[src/rtl/crc16_pkg.sv]
package crc16_pkg;
  typedef struct packed {
    logic clear;
    logic load;
    logic shift;
  } crcStrobe_t;
endpackage

[src/rtl/crc16Ctrl.sv]
module crc16Ctrl
  import crc16_pkg::*;
#(
  parameter int DATA_W = 8,
  parameter bit SERIAL_MODE = 1'b1
) (
  input  logic       clk,
  input  logic       rstN,
  input  logic       clearIn,
  input  logic       byteValid,
  output logic       ready,
  output crcStrobe_t strb
);
  localparam int CNT_W = (DATA_W > 1) ? $clog2(DATA_W) : 1;
  localparam logic [CNT_W-1:0] LAST_STEP = CNT_W'(DATA_W - 1);

  logic accept;
  assign accept = byteValid & ready & ~clearIn;

  generate
    if (SERIAL_MODE) begin : g_serial
      logic busy;
      logic [CNT_W-1:0] stepCnt;

      always_ff @(posedge clk or negedge rstN) begin
        if (!rstN) begin
          busy    <= 1'b0;
          stepCnt <= '0;
        end else if (clearIn) begin
          busy    <= 1'b0;
          stepCnt <= '0;
        end else if (accept) begin
          busy    <= 1'b1;
          stepCnt <= '0;
        end else if (busy) begin
          if (stepCnt == LAST_STEP) begin
            busy    <= 1'b0;
            stepCnt <= '0;
          end else begin
            stepCnt <= stepCnt + 1'b1;
          end
        end
      end

      assign ready = ~busy;
      always_comb begin
        strb.clear = clearIn;
        strb.load  = accept;
        strb.shift = busy & ~clearIn;
      end

      assert_last_step_R6: assert property (@(posedge clk) disable iff (!rstN)
        busy && stepCnt == LAST_STEP && !clearIn |=> ready);
      assert_accept_busy_R6: assert property (@(posedge clk) disable iff (!rstN)
        byteValid && ready && !clearIn |=> !ready);
    end else begin : g_parallel
      assign ready = 1'b1;
      always_comb begin
        strb.clear = clearIn;
        strb.load  = accept;
        strb.shift = 1'b0;
      end

      assert_always_ready_R8: assert property (@(posedge clk) disable iff (!rstN)
        byteValid |=> ready);
    end
  endgenerate

  assert_clear_wins_R3: assert property (@(posedge clk) disable iff (!rstN)
    clearIn |=> ready);
endmodule

[src/rtl/crc16Datapath.sv]
module crc16Datapath
  import crc16_pkg::*;
#(
  parameter int DATA_W = 8,
  parameter int CRC_W = 16,
  parameter logic [CRC_W-1:0] POLY = 16'hA001,
  parameter logic [CRC_W-1:0] INIT = 16'hFFFF,
  parameter bit SERIAL_MODE = 1'b1
) (
  input  logic             clk,
  input  logic             rstN,
  input  crcStrobe_t       strb,
  input  logic [DATA_W-1:0] byteData,
  output logic [CRC_W-1:0] crcValue
);
  logic [CRC_W-1:0] crcReg;
  logic [CRC_W-1:0] mixed;
  logic [CRC_W-1:0] loadValue;
  logic [CRC_W-1:0] stepValue;

  function automatic logic [CRC_W-1:0] oneStep(input logic [CRC_W-1:0] v);
    return v[0] ? ((v >> 1) ^ POLY) : (v >> 1);
  endfunction

  assign mixed     = crcReg ^ {{(CRC_W-DATA_W){1'b0}}, byteData};
  assign stepValue = oneStep(crcReg);

  generate
    if (SERIAL_MODE) begin : g_xorOnly
      assign loadValue = mixed;
    end else begin : g_fullByte
      always_comb begin
        loadValue = mixed;
        for (int i = 0; i < DATA_W; i++) loadValue = oneStep(loadValue);
      end
    end
  endgenerate

  always_ff @(posedge clk or negedge rstN) begin
    if (!rstN)           crcReg <= INIT;
    else if (strb.clear) crcReg <= INIT;
    else if (strb.load)  crcReg <= loadValue;
    else if (strb.shift) crcReg <= stepValue;
  end

  assign crcValue = crcReg;

  assert_clear_init_R2: assert property (@(posedge clk) disable iff (!rstN)
    strb.clear |=> crcValue == INIT);
  assert_hold_idle_R7: assert property (@(posedge clk) disable iff (!rstN)
    !strb.clear && !strb.load && !strb.shift |=> $stable(crcValue));
endmodule

[src/rtl/crc16Engine.sv]
module crc16Engine
  import crc16_pkg::*;
#(
  parameter int DATA_W = 8,
  parameter int CRC_W = 16,
  parameter logic [CRC_W-1:0] POLY = 16'hA001,
  parameter logic [CRC_W-1:0] INIT = 16'hFFFF,
  parameter bit SERIAL_MODE = 1'b1
) (
  input  logic             clk,
  input  logic             rstN,
  input  logic             clearIn,
  input  logic             byteValid,
  input  logic [DATA_W-1:0] byteData,
  output logic             ready,
  output logic [DATA_W-1:0] crcLo,
  output logic [DATA_W-1:0] crcHi,
  output logic             residueOk
);
  crcStrobe_t strb;
  logic [CRC_W-1:0] crcValue;

  crc16Ctrl #(.DATA_W(DATA_W), .SERIAL_MODE(SERIAL_MODE)) i_ctrl (
    .clk(clk), .rstN(rstN), .clearIn(clearIn), .byteValid(byteValid),
    .ready(ready), .strb(strb)
  );

  crc16Datapath #(.DATA_W(DATA_W), .CRC_W(CRC_W), .POLY(POLY), .INIT(INIT),
                  .SERIAL_MODE(SERIAL_MODE)) i_dp (
    .clk(clk), .rstN(rstN), .strb(strb), .byteData(byteData), .crcValue(crcValue)
  );

  assign crcLo     = crcValue[DATA_W-1:0];
  assign crcHi     = crcValue[2*DATA_W-1:DATA_W];
  assign residueOk = (crcValue == '0);

  assert_ready_after_clear_R2: assert property (@(posedge clk) disable iff (!rstN)
    clearIn |=> ready && !residueOk);
endmodule

[config.mk]
export PLATFORM = sky130hd
export DESIGN_NAME = crc16Engine
export DESIGN_NICKNAME = d
export VERILOG_FILES = /design/src/rtl/crc16_pkg.sv /design/src/rtl/crc16Ctrl.sv /design/src/rtl/crc16Datapath.sv /design/src/rtl/crc16Engine.sv
export SDC_FILE = /design/constraint.sdc
export NUM_CORES = 1
export LEC_CHECK = 0
export CORE_UTILIZATION = 38
export CTS_CLUSTER_SIZE = 40
export DETAILED_ROUTE_END_ITERATION = 6
export PLACE_DENSITY_LB_ADDON = 0.1
export SLEW_MARGIN = 20
export SYNTH_ARGS = -nofsm -noshare
export SYNTH_HDL_FRONTEND = slang
export SYNTH_SLANG_ARGS = --single-unit
[constraint.sdc]
create_clock -name clk -period 4.3 [get_ports clk]
set_clock_uncertainty 0.15 [all_clocks]
set_input_delay 0.645 -clock clk [delete_from_list [all_inputs] [get_ports clk]]
set_output_delay 0.645 -clock clk [all_outputs]
set_load 0.03 [all_outputs]
; ---- Yosys cells after proc, flatten, opt, wreduce, memory -nomap -nowiden
; Cells that the tools add are included.
; Widths: inputs -> output; s select.
[word_totals]
rom_bits = 0
n_memories = 0
ff_bits = 20
inputBits = 12
ramBits = 0
latchBits = 0
wordCells = 27
output_inout_bits = 18
[classes]
div = 0
n_eq_ne = 1
bitwise = 7
magnitude_cmp = 0
shift = 0
add_sub_neg = 1
n_reduce_logical = 3
n_mul = 0
mux = 12
[op_table]
columns = cell, n
row1 = $mux 16, 4
row2 = $logic_not 16->1, 1
row3 = $xor 16x8->16, 1
row4 = $mux 3, 4
row5 = $reduce_bool 3->1, 2
row6 = $mux 1, 4
row7 = $add 3x1->3 const B, 1
row8 = $and 1x1->1, 3
row9 = $eq 3x3->1 const B, 1
row10 = $not 2->3, 1
row11 = $not 1->1, 2

; ---- Longest topological paths before layout
[depth]
word_depth = 5
mapped_depth = 4
mapped_depth_nobuf = 4

; ---- By module
; Synthesis repeated with hierarchy kept, for this count alone.
[unflattened]
hier_cells = 104
area_unflattened_um2 = 1139.8
[modules_own_cells]
columns = mod, cells_per_inst, instances, area_per_inst_um2
row1 = crc16Datapath, 80, 1, 880.8
row2 = crc16Ctrl, 19, 1, 225.2
row3 = crc16Engine, 5, 1, 33.8

; ---- Worst setup path after synthesis
; OpenSTA, ideal clock, no wires.
[synth_path]
path_kind = flip-flop to output port
start = register i_dp.crcReg[0] (netlist: i_dp.crcValue[0])
end = output port residueOk
path_stages_with_launch = 5
setup_slack_ns = 2.204
t_arrival_ns = 1.301
required_time_ns = 3.505
path_buffers = 0
path_cell_list = dfstp_2 inv_1 ha_1 nor3b_1 and4_1
[synth_via]
elab_chain_cells = 1
[synth_lines]
columns = item, line
row1 = start: declaration, crc16Datapath.sv:16  ; logic [CRC_W-1:0] crcReg;
row2 = start signal: assignment, crc16Datapath.sv:42  ; else if (strb.load) crcReg <= loadValue;
row3 = start signal: assignment, crc16Datapath.sv:43  ; else if (strb.shift) crcReg <= stepValue;
row4 = $logic_not 16->1, crc16Engine.sv:35  ; assign residueOk = (crcValue == '0);
row5 = end: declaration, crc16Engine.sv:18  ; output logic residueOk
; Every way passes these cells.

; ---- Worst setup path after layout
; Same ends and word-level chain as after synthesis.

==> results_dict.tcl <==
set metrics [dict create \
    fin_nets 150 \
    cts_resized 0 \
    dp.cells 161 \
    crit_required_ps 3500 \
    met3_wirelength_um 123 \
    peakVddDrop_mv 0.164 \
    worstSetupPathType "register to output port" \
    cp.arrival_ps 2040 \
    htreeDepth 1 \
    hold_class "register to register" \
    drc 2 \
    max_slew.worst_pin.slew_ps 896 \
    p_switching_mw 0.150 \
    grt_pass1_wl_mm 4.59 \
    slew_violations 0 \
    start_util_pct 40.7 \
    dr_wl_met2_mm 1.19 \
    die_h_um 56.8 \
    die_area_mm2 0.00323 \
    clk_latency_ps 300 \
    critPathMaxFanout 6 \
    drt_iter0_markers 11 \
    tritoncts "built" \
    syn_area_mm2 0.00114 \
    wl_per_cell_um 15.5 \
    r2r_slack_ps 2690 \
    leakage_nw 0.596 \
    finish.utilization_pct 52.8 \
    io_pins 30 \
    cts_sinks 20 \
    route.vias.total 904 \
    maxCapViolCount 0 \
    post-route-period-util_pct 65.8 \
    grt_max_degree 44 \
    pwr-share-clk_pct 23.1 \
    p_seq_share_pct 48.4 \
    yosysTopAreaCell "dfstp_2" \
    max_slew_margin_pct 40.0 \
    diodes 0 \
    power_per_cell_area_mw_per_mm2 326 \
    final_cell_mix "clkdlybuf4s50_1, dfstp_2, and2_1" \
    path_clk_slew_ps 120 \
    violations "design-rule violations" \
    drive_gt1_share_pct 17.9 \
    root_buffer "clkbuf_4" \
    syn_to_final_growth_pct 29.7 \
    die-width_um 56.8 \
    synth_nets 123 \
    postRouteAntennaNets 0 \
    yosys_warnings 0 \
    synthTopCellsByArea "dfstp_2, dfrtp_1, a2111o_1, and2_1, nor4bb_1" \
    synth_top_area_share_pct 36.8 \
    gp_congestion 0.691 \
    ys_seq_elements 20 \
    top_layer_used "met4" \
    stdcell_area_mm2 0.00148 \
    timing.setup.tns_ps 0 \
    fin_cells 165 \
    overflow 0 \
    wl_met1_mm 1.23 \
    cts-buffers-inserted 3 \
    fmax_mhz 353 \
    multiInputGateArea_um2 577 \
    ys_seq_area_share_pct 45.6 \
    cts_setup_buffers 0 \
    cts_hold_buf 0 \
    vias_per_cell 5.48 \
    post-route-min-period_ps 2830 \
    first_pass_iters 5 \
    final_common_cell "clkdlybuf4s50_1" \
    syn_avg_cell_area_um2 10.6 \
    first_global_vias 942 \
    hpwlAfterDp_mm 1.71 \
    nFillCells 270 \
    port_buffers 29 \
    grt_setup_unrepaired "false" \
    switching_share_pct 31.2 \
    wl_mm 2.56 \
    status "finished, violations left" \
    core_area_mm2 0.00281 \
    hold_viol 0 \
    antenna_found_initial 0 \
    endpoint_kind "output port" \
    syn_inst 108 \
    fp-row-count 19 \
    placed_area_mm2 0.00145 \
    critPathLaunchType "register" \
    yosysUniqueCellTypes 20 \
    area.sequential_um2 520 \
    internal_power_mw 0.332 \
    grt_use_total_pct 18.4 \
    pwr-share-comb_pct 28.4 \
    setup_violations 0 \
    cts.path.max_buffers 2 \
]
cell usage after synthesis:
master,number
a2111o_1,8
nand2_1,10
nor2b_1,11
nor3b_1,1
nor4_1,3
nor4bb_1,8
clkbuf_1,5
nand2b_1,2
ha_1,3
and4_1,1
and2_1,13
a21oi_1,4
inv_1,3
dfrtp_1,4
dfstp_2,16
or3b_2,3
a211o_1,8
or3b_1,1
buf_2,3
xor2_1,1
cell type report:
cell class	instances	share of cell area (%)
well taps	31	2.62
flip-flops and latches	20	35.1
clock buffers	4	2.45
multi-input cells	77	38.9
repair buffers	30	20.1
inverters	3	0.760
sequential cells by signal, summed over array words and instances (netlist names):
name / flops
i_ctrl.g_serial.stepCnt: 3
i_dp.crcValue: 16
i_ctrl.g_serial.busy: 1
power by group through the flow:
stage,Clock (mW),Sequential [mW],Combinational (mW)
floorplan,0,0.264,0.0543
global route,0.127,0.238,0.150
finish,0.112,0.234,0.137
CTS,0.116,0.234,0.139
detailed placement,0,0.237,0.138
global placement,0,0.236,0.137
path summary, 6_finish.rpt:
kind | start | endpoint | depth (start not counted)
max | i_dp.crcValue[0]$_DFFE_PN1P_ | residueOk | 5
min | i_ctrl.g_serial.stepCnt[0]$_DFFE_PN0P_ | i_ctrl.g_serial.stepCnt[0]$_DFFE_PN0P_ | 2
max reg2reg | i_dp.crcValue[0]$_DFFE_PN1P_ | i_dp.crcValue[0]$_DFFE_PN1P_ | 4
min reg2reg | i_ctrl.g_serial.stepCnt[0]$_DFFE_PN0P_ | i_ctrl.g_serial.stepCnt[0]$_DFFE_PN0P_ | 2
max in group asynchronous | rstN | i_ctrl.g_serial.busy$_DFF_PN0_ | 1
min in group asynchronous | rstN | i_ctrl.g_serial.stepCnt[1]$_DFFE_PN0P_ | 1
kinds of logic (layout without fill, tap and decap cells):
kind of cell / Yosys count / count (layout) / synth area share (%)
AND/OR/NAND/NOR: 53 / 53 / 30.7
AO/OA/AOI/OAI: 20 / 20 / 15.8
flip-flops: 20 / 20 / 45.6
buffers and inverters: 11 / 37 / 3.94
adder cells (fa/ha/maj): 3 / 3 / 3.29
XOR/XNOR: 1 / 1 / 0.767
critical path: stages (launching register included):
cell and delay, ps:
dfstp_2 590, inv_1 50, ha_1 190, nor3b_1 130, and4_1 190, clkdlybuf4s50_1 590
through the flow:
stage / power, mW / setup WS [ps] / hold slack, ps
3_3_place_gp: 0.373 / 1820 / 408
5_1_grt: 0.514 / 1380 / 470
6_report: 0.482 / 1470 / 423
3_5_place_dp: 0.375 / 1790 / 413
4_1_cts: 0.490 / 1440 / 430
2_1_floorplan: 0.318 / 2200 / 199
metal layers:
| metal | up-vias | track usage [%] |
|---|---|---|
| li1 | 446 | - |
| met1 | 436 | 25.9 |
| met2 | 20 | 28.6 |
| met3 | 2 | 3.00 |
| met4 | 0 | 6.62 |
| met5 | - | 0 |
No activity file was read; power rests on OpenSTA's default activity.
